<file path="config.mk">
export PLATFORM = sky130hd
export DESIGN_NAME = cpu_bus_decode
export DESIGN_NICKNAME = d
export VERILOG_FILES = /design/src/rtl/cpu_bus_pkg.sv /design/src/rtl/cpu_bus_region.sv /design/src/rtl/cpu_bus_fold.sv /design/src/rtl/cpu_bus_rdmux.sv /design/src/rtl/cpu_bus_decode.sv
export SDC_FILE = /design/constraint.sdc
export NUM_CORES = 1
export LEC_CHECK = 0
export ABC_AREA = 1
export BUFFER_PORTS_ARGS = -buffer_cell sky130_fd_sc_hd__buf_4
export CAP_MARGIN = 5
export CORE_MARGIN = 2
export CORE_UTILIZATION = 31
export DETAILED_ROUTE_END_ITERATION = 12
export PLACE_DENSITY = 0.9
export SYNTH_ARGS = -nofsm -noshare
export SYNTH_HDL_FRONTEND = slang
export SYNTH_SLANG_ARGS = --single-unit
</file>
<file path="constraint.sdc">
create_clock -name vclk -period 1.1
set_clock_uncertainty 0.1 [all_clocks]
set_input_delay 0 -clock vclk [all_inputs]
set_output_delay 0 -clock vclk [all_outputs]
set_load 0.02 [all_outputs]
</file>
<file path="src/rtl/cpu_bus_pkg.sv">
package cpu_bus_pkg;
  localparam int unsigned ADDR_W = 16;
  localparam int unsigned DATA_W = 8;
  localparam int unsigned RAM_AW = 11;
  localparam int unsigned REG_AW = 3;
  localparam int unsigned ROM_AW = 15;
  localparam int unsigned N_RGN  = 4;

  typedef enum logic [1:0] {
    RGN_RAM = 2'd0,
    RGN_REG = 2'd1,
    RGN_GEN = 2'd2,
    RGN_ROM = 2'd3
  } region_e;
endpackage

</file>
<file path="src/rtl/cpu_bus_region.sv">
module cpu_bus_region
  import cpu_bus_pkg::*;
(
  input  logic [ADDR_W-1:0] addr_i,
  output region_e           region_o,
  output logic [N_RGN-1:0]  sel_o
);
  // top three address bits carve the map into 8K/8K/16K/32K pieces
  always_comb begin
    if (addr_i[ADDR_W-1])      region_o = RGN_ROM;
    else if (addr_i[ADDR_W-2]) region_o = RGN_GEN;
    else if (addr_i[ADDR_W-3]) region_o = RGN_REG;
    else                       region_o = RGN_RAM;
  end

  for (genvar g = 0; g < N_RGN; g++) begin : g_sel
    assign sel_o[g] = (region_o == region_e'(2'(g)));
  end
endmodule

</file>
<file path="src/rtl/cpu_bus_fold.sv">
module cpu_bus_fold
  import cpu_bus_pkg::*;
(
  input  logic [ADDR_W-1:0] addr_i,
  input  logic              rom_32k_i,
  output logic [RAM_AW-1:0] ram_addr_o,
  output logic [REG_AW-1:0] reg_addr_o,
  output logic [ADDR_W-1:0] gen_addr_o,
  output logic [ROM_AW-1:0] rom_addr_o
);
  assign ram_addr_o = addr_i[RAM_AW-1:0];
  assign reg_addr_o = addr_i[REG_AW-1:0];
  assign gen_addr_o = addr_i;
  // dropping bit 15 subtracts the base; half-size ROM also drops bit 14
  assign rom_addr_o = {rom_32k_i & addr_i[ROM_AW-1], addr_i[ROM_AW-2:0]};
endmodule

</file>
<file path="src/rtl/cpu_bus_rdmux.sv">
module cpu_bus_rdmux
  import cpu_bus_pkg::*;
(
  input  logic [N_RGN-1:0]             sel_i,
  input  logic [N_RGN-1:0][DATA_W-1:0] data_i,
  output logic [DATA_W-1:0]            data_o
);
  // and-or mux, relies on one-hot select
  always_comb begin
    data_o = '0;
    for (int i = 0; i < N_RGN; i++) begin
      data_o = data_o | ({DATA_W{sel_i[i]}} & data_i[i]);
    end
  end
endmodule

</file>
<file path="src/rtl/cpu_bus_decode.sv">
module cpu_bus_decode
  import cpu_bus_pkg::*;
(
  input  logic [ADDR_W-1:0] addr_i,
  input  logic              we_i,
  input  logic              rom_32k_i,
  input  logic [DATA_W-1:0] ram_rdata_i,
  input  logic [DATA_W-1:0] reg_rdata_i,
  input  logic [DATA_W-1:0] gen_rdata_i,
  input  logic [DATA_W-1:0] rom_rdata_i,
  output logic              sel_ram_o,
  output logic              sel_reg_o,
  output logic              sel_gen_o,
  output logic              sel_rom_o,
  output logic [RAM_AW-1:0] ram_addr_o,
  output logic [REG_AW-1:0] reg_addr_o,
  output logic [ADDR_W-1:0] gen_addr_o,
  output logic [ROM_AW-1:0] rom_addr_o,
  output logic              ram_we_o,
  output logic              reg_we_o,
  output logic              gen_we_o,
  output logic [DATA_W-1:0] rd_data_o
);
  region_e                      region;
  logic [N_RGN-1:0]             sel;
  logic [N_RGN-1:0][DATA_W-1:0] rdata;

  cpu_bus_region u_region (
    .addr_i   (addr_i),
    .region_o (region),
    .sel_o    (sel)
  );

  cpu_bus_fold u_fold (
    .addr_i     (addr_i),
    .rom_32k_i  (rom_32k_i),
    .ram_addr_o (ram_addr_o),
    .reg_addr_o (reg_addr_o),
    .gen_addr_o (gen_addr_o),
    .rom_addr_o (rom_addr_o)
  );

  assign rdata[RGN_RAM] = ram_rdata_i;
  assign rdata[RGN_REG] = reg_rdata_i;
  assign rdata[RGN_GEN] = gen_rdata_i;
  assign rdata[RGN_ROM] = rom_rdata_i;

  cpu_bus_rdmux u_rdmux (
    .sel_i  (sel),
    .data_i (rdata),
    .data_o (rd_data_o)
  );

  assign sel_ram_o = sel[RGN_RAM];
  assign sel_reg_o = sel[RGN_REG];
  assign sel_gen_o = sel[RGN_GEN];
  assign sel_rom_o = sel[RGN_ROM];

  // ROM has no enable: writes there are dropped
  assign ram_we_o = we_i & sel[RGN_RAM];
  assign reg_we_o = we_i & sel[RGN_REG];
  assign gen_we_o = we_i & sel[RGN_GEN];

  logic unused_region;
  assign unused_region = ^region;
endmodule

</file>
==> reports/results.ini, run 1 <==
[outcome]
status = finished with violations
violations = hold timing

[synth]
synth_area_sq_um = 636
synth.distinct_cells = 14
synth.most_common_cell = buf_4
synth_top_area_cell = buf_4
synth_area_per_cell_sq_um = 6.23
synth_common_cells = 45 x buf_4, 17 x nand2_1, 16 x nand3_1, 8 x nand4_1, 5 x inv_1
yosys_warnings = 0
synth_top_area_share_pct = 53.1
netlist_instances = 102
ys_seq_area_share_pct = 0
synthTopCellsByArea = buf_4 53%, nand3_1 13%, nand2_1 10%, nand4_1 7.9%, nor2_8 3.1%
syn_nets = 152

[worst_hold_path]
hold_class = in2out

[layout]
seq_area_sq_um = 0
synthToLayoutAreaGrowth_pct = 36.4
seq_cell_count = 0
nets = 175
diodes = 0
clockBufferCount = 0
stdcell_area_sq_um = 867
layout-drive-gt1-share_pct = 53.7

[timing]
slew_viol_final = 0
min_period_over_period_pct = 94.2
slew_headroom_pct = 58.5
holdWs_ns = -0.0999
fin_crit_ns = 1.04
rsz0062_at_grt = no
setup_viol = 0
tightestPinTransition_ns = 0.621
hold_viol = 12
setup-tns-final_ns = 0
max_freq_mhz = 965

[floorplanning]
start_util_pct = 32.7
ios = 110
core_area_sq_mm = 0.00194
die_h_microns = 49.3
rows = 16
dieArea_sq_mm = 0.00243
die_w_microns = 49.3

[worst_setup_path]
path_class = in2out
worstPathArrival_ns = 0.94
cp_top_family = buffers and inverters
slowest_stage = dlygate4sd3_1
start_kind = input port
crit_path_end_kind = primary output
slowest_delay_ns = 0.93
cp_cell_sequence = dlygate4sd3_1
critPathRequiredTime_ns = 1.00
worstPathMaxFanout = 3
crit_buf_inv = 1

[global_route]
grt_pass1_vias = 655
grt_use_total_pct = 15.4
grt_pass1_wl_mm = 3.06
antenna_found_initial = 0
grt_overflow = 0
grt_max_degree = 19

[placed_design]
place.gp.congestion = 0.664
place_hpwl_mm = 1.46
io_buffers = 57
placed_cell_area_sq_um = 767

[detailed_routing]
vias = 678
avgViaCountPerCell = 4.52
finalWirelength_mm = 1.90
drtIter0Drc = 3
ant_nets = 0
drc = 0
wire_per_inst_microns = 12.6
first_pass_iters = 3

[power]
power.density_mw_per_mm2 = 525
finalPower_w = 0.000455
p_leak_nw = 0.466
vdd_ir_drop_max_mv = 0.274

[clock_tree]
postCtsResizedCells = 0
post-cts-setup-buffers = 0
postCtsHoldBufs = 10

[job]
max-cap-violations = 0

metal layers:
layer	part of all wire, %	GRT usage (%)	up-vias
met1	34	15.8	298
met3	10	3.99	2
li1	-	-	331
met5	0	0	-
met2	56	31.5	47
met4	0.32	1.43	0
placed cells by master (no fill, tap or decap), drive strengths merged:
cell type	synthesis	final
buf	47	59
nand2	19	19
nand3	16	16
dlygate4sd3	0	10
nand4	8	8
inv	6	6
nor2	4	4
nor3	1	1
power breakdown:
group / internal, W / switching, W
Sequential: 0 / 0
Clock: 0 / 0
Combinational: 0.000203 / 0.000253
worst paths after layout:
kind | from | to | slack [ns] | cells past startpoint
max | addr_i[8] | gen_addr_o[8] | 0.06 | 1
min | addr_i[0] | rom_addr_o[0] | -0.1 | 0
area by class of cell:
class	instances	area, sq um
fillers	215	1070
inverters	6	22.5
multi-input cells	48	255
well taps	27	33.8
repair buffers	69	556
logic make-up after synthesis:
logic type	synth area share, %
AND/OR/NAND/NOR	40.2
buffers and inverters	59.8
metrics by stage:
stage | worst slack [ns] | util [%] | cells
2_1_floorplan | 0.324 | - | 102
3_3_place_gp | 0.256 | 39.5 | 140
3_5_place_dp | 0.235 | 39.5 | 140
4_1_cts | 0.0739 | 44.7 | 150
5_1_grt | 0.0383 | 44.7 | 150
6_report | 0.0636 | 44.7 | 150
Note: power is estimated with default switching activity, not from simulation.
==> inputs of run 2 (changes only) <==
--- a/config.mk
+++ b/config.mk
@@ -6,7 +6,7 @@
 export NUM_CORES = 1
 export LEC_CHECK = 0
 export ABC_AREA = 1
-export BUFFER_PORTS_ARGS = -buffer_cell sky130_fd_sc_hd__buf_4
+export BUFFER_PORTS_ARGS = -buffer_cell sky130_fd_sc_hd__buf_2
 export CAP_MARGIN = 5
 export CORE_MARGIN = 2
 export CORE_UTILIZATION = 31
==> run 2 against run 1 <==
The run still ends with hold timing left. Setup slack improved by 0.0023 ns. Die area unchanged. Non-clock buffer count increased by 1. Final area fell by 17%. Via count down 3.1%. Combinational power down 16%. Global-route usage is 1.8 points lower. Count of clock-buffer cells in the layout is the same. Sequential share of layout area stayed put. First-iteration DRC count shrank 67%. Critical endpoint is now rom_addr_o[6]. Largest cell class unchanged. Highest routed layer unchanged.
==> reports/results.ini, run 2 (synthesis results as in run 1) <==
[outcome]
status = finished with violations  ; unchanged
violations = hold timing  ; unchanged

[global_route]
grt_use_total_pct = 13.6  ; was 15.4%
antenna_found_initial = 0  ; unchanged
busiest_layer = met2  ; unchanged
grtUsageMet1_pct = 16.7  ; was 15.8%
grt_max_degree = 13  ; was 19
use_met3_pct = 2.45  ; was 3.99%
grt_pass1_wl_mm = 2.72  ; was 3.06 mm
grt_overflow = 0  ; unchanged
grtUsageMet2_pct = 25.0  ; was 31.5%
grt_pass1_vias = 580  ; was 655

[clock_tree]
postCtsHoldBufs = 10  ; unchanged
post-cts-setup-buffers = 0  ; unchanged
postCtsResizedCells = 0  ; unchanged

[layout]
fillCellCount = 240  ; was 215
nets = 176  ; was 175
seq_area_sq_um = 0  ; unchanged
final_common_cell = buf_2  ; was buf_4
synthToLayoutAreaGrowth_pct = 13.2  ; was 36.4%
diodes = 0  ; unchanged
layout-drive-gt1-share_pct = 54.0  ; was 53.7%
stdcell_area_sq_um = 719  ; was 867 sq um
seq_cell_count = 0  ; unchanged
multiInputGateArea_sq_um = 255  ; unchanged
clockBufferCount = 0  ; unchanged
final_cell_mix = 57 x buf_2, 17 x nand2_1, 16 x nand3_1  ; was 58 x buf_4, 17 x nand2_1, 16 x nand3_1

[timing]
slew_viol_final = 0  ; unchanged
max_freq_mhz = 967  ; was 965 MHz
holdWs_ns = -0.0999  ; about the same
fin_crit_ns = 1.03  ; was 1.04 ns
layout_setup_ws_ns = 0.0659  ; was 0.0636 ns
slew_headroom_pct = 58.7  ; was 58.5%
rsz0062_at_grt = no  ; unchanged
setup-tns-final_ns = 0  ; unchanged
hold_viol = 12  ; unchanged
tightestPinTransition_ns = 0.617  ; was 0.621 ns
setup_viol = 0  ; unchanged
min_period_over_period_pct = 94.0  ; was 94.2%

[power]
p_int_w = 0.000137  ; was 0.000203 W
pwr-share-seq_pct = 0  ; about the same
swShare_pct = 64.2  ; was 55.5%
p_leak_nw = 0.425  ; was 0.466 nW
pwr-share-comb_pct = 100.0  ; about the same
vdd_ir_drop_max_mv = 0.215  ; was 0.274 mV
power.density_mw_per_mm2 = 533  ; was 525 mW/mm^2
pwr-share-clk_pct = 0  ; about the same
finalPower_w = 0.000383  ; was 0.000455 W
switchingPower_w = 0.000246  ; was 0.000253 W

[floorplanning]
die_w_microns = 49.3  ; unchanged
ios = 110  ; unchanged
core_area_sq_mm = 0.00194  ; unchanged
start_util_pct = 32.7  ; unchanged
rows = 16  ; unchanged
die_h_microns = 49.3  ; unchanged
dieArea_sq_mm = 0.00243  ; unchanged

[detailed_routing]
finalWirelength_mm = 1.70  ; was 1.90 mm
first_pass_iters = 2  ; was 3
avgViaCountPerCell = 4.35  ; was 4.52
drc = 0  ; unchanged
wire_per_inst_microns = 11.3  ; was 12.6 microns
drtIter0Drc = 1  ; was 3
vias = 657  ; was 678
ant_nets = 0  ; unchanged

[placed_design]
io_buffers = 57  ; unchanged
placed_cell_area_sq_um = 619  ; was 767 sq um
place.gp.congestion = 0.718  ; was 0.664
place_hpwl_mm = 1.36  ; was 1.46 mm
pre_cts_slack_ns = 0.178  ; was 0.235 ns

[worst_setup_path]
path_class = in2out  ; unchanged
crit_buf_inv = 1  ; unchanged
slowest_stage = dlygate4sd3_1  ; unchanged
cp_cell_sequence = dlygate4sd3_1  ; unchanged
cp_top_family = buffers and inverters  ; unchanged
slowest_delay_ns = 0.93  ; about the same
worstPathArrival_ns = 0.93  ; was 0.94 ns
critPathRequiredTime_ns = 1.00  ; about the same
worstPathMaxFanout = 3  ; unchanged
crit_path_end_kind = primary output  ; unchanged
start_kind = input port  ; unchanged
cp-startpoint = addr_i[6]  ; was addr_i[8]

[worst_hold_path]
hold_start = addr_i[0]  ; unchanged
hold_class = in2out  ; unchanged

[job]
max-cap-violations = 0  ; unchanged

-- run 2: cell types whose count changed in the layout (fill, tap and decap cells not counted), sizes merged --
cell  change
buf       +1
-- run 2: final cells by class --
type                       count  area share (%)
timing repair buffer          70            56.7
tap                           27            4.70
multi-input combinational     48            35.5
inverter                       6            3.13
-- run 2: final timing paths --
path	to	slack [ns]	cells after the start
hold / removal	rom_addr_o[0]	-0.1	0
setup / recovery	rom_addr_o[6]	0.07	1
-- run 2: through the flow --
step | cells | utilization, %
after floorplan | 102 | -
after global placement | 141 | 31.9
after detailed placement | 141 | 31.9
after CTS | 151 | 37.0
after global routing | 151 | 37.0
final | 151 | 37.0
-- run 2: power by group through the flow --
stage | Combinational, W | Clock, W | Sequential [W]
finish | 0.000383 | 0 | 0
global route | 0.000416 | 0 | 0
CTS | 0.000387 | 0 | 0
detailed placement | 0.000277 | 0 | 0
global placement | 0.000276 | 0 | 0
floorplan | 0.000373 | 0 | 0
-- run 2: layer usage --
layer | part of all wire (%) | up-vias
met4 | 0.35 | 0
met3 | 11 | 2
li1 | - | 329
met5 | 0 | -
met1 | 38 | 280
met2 | 50 | 46
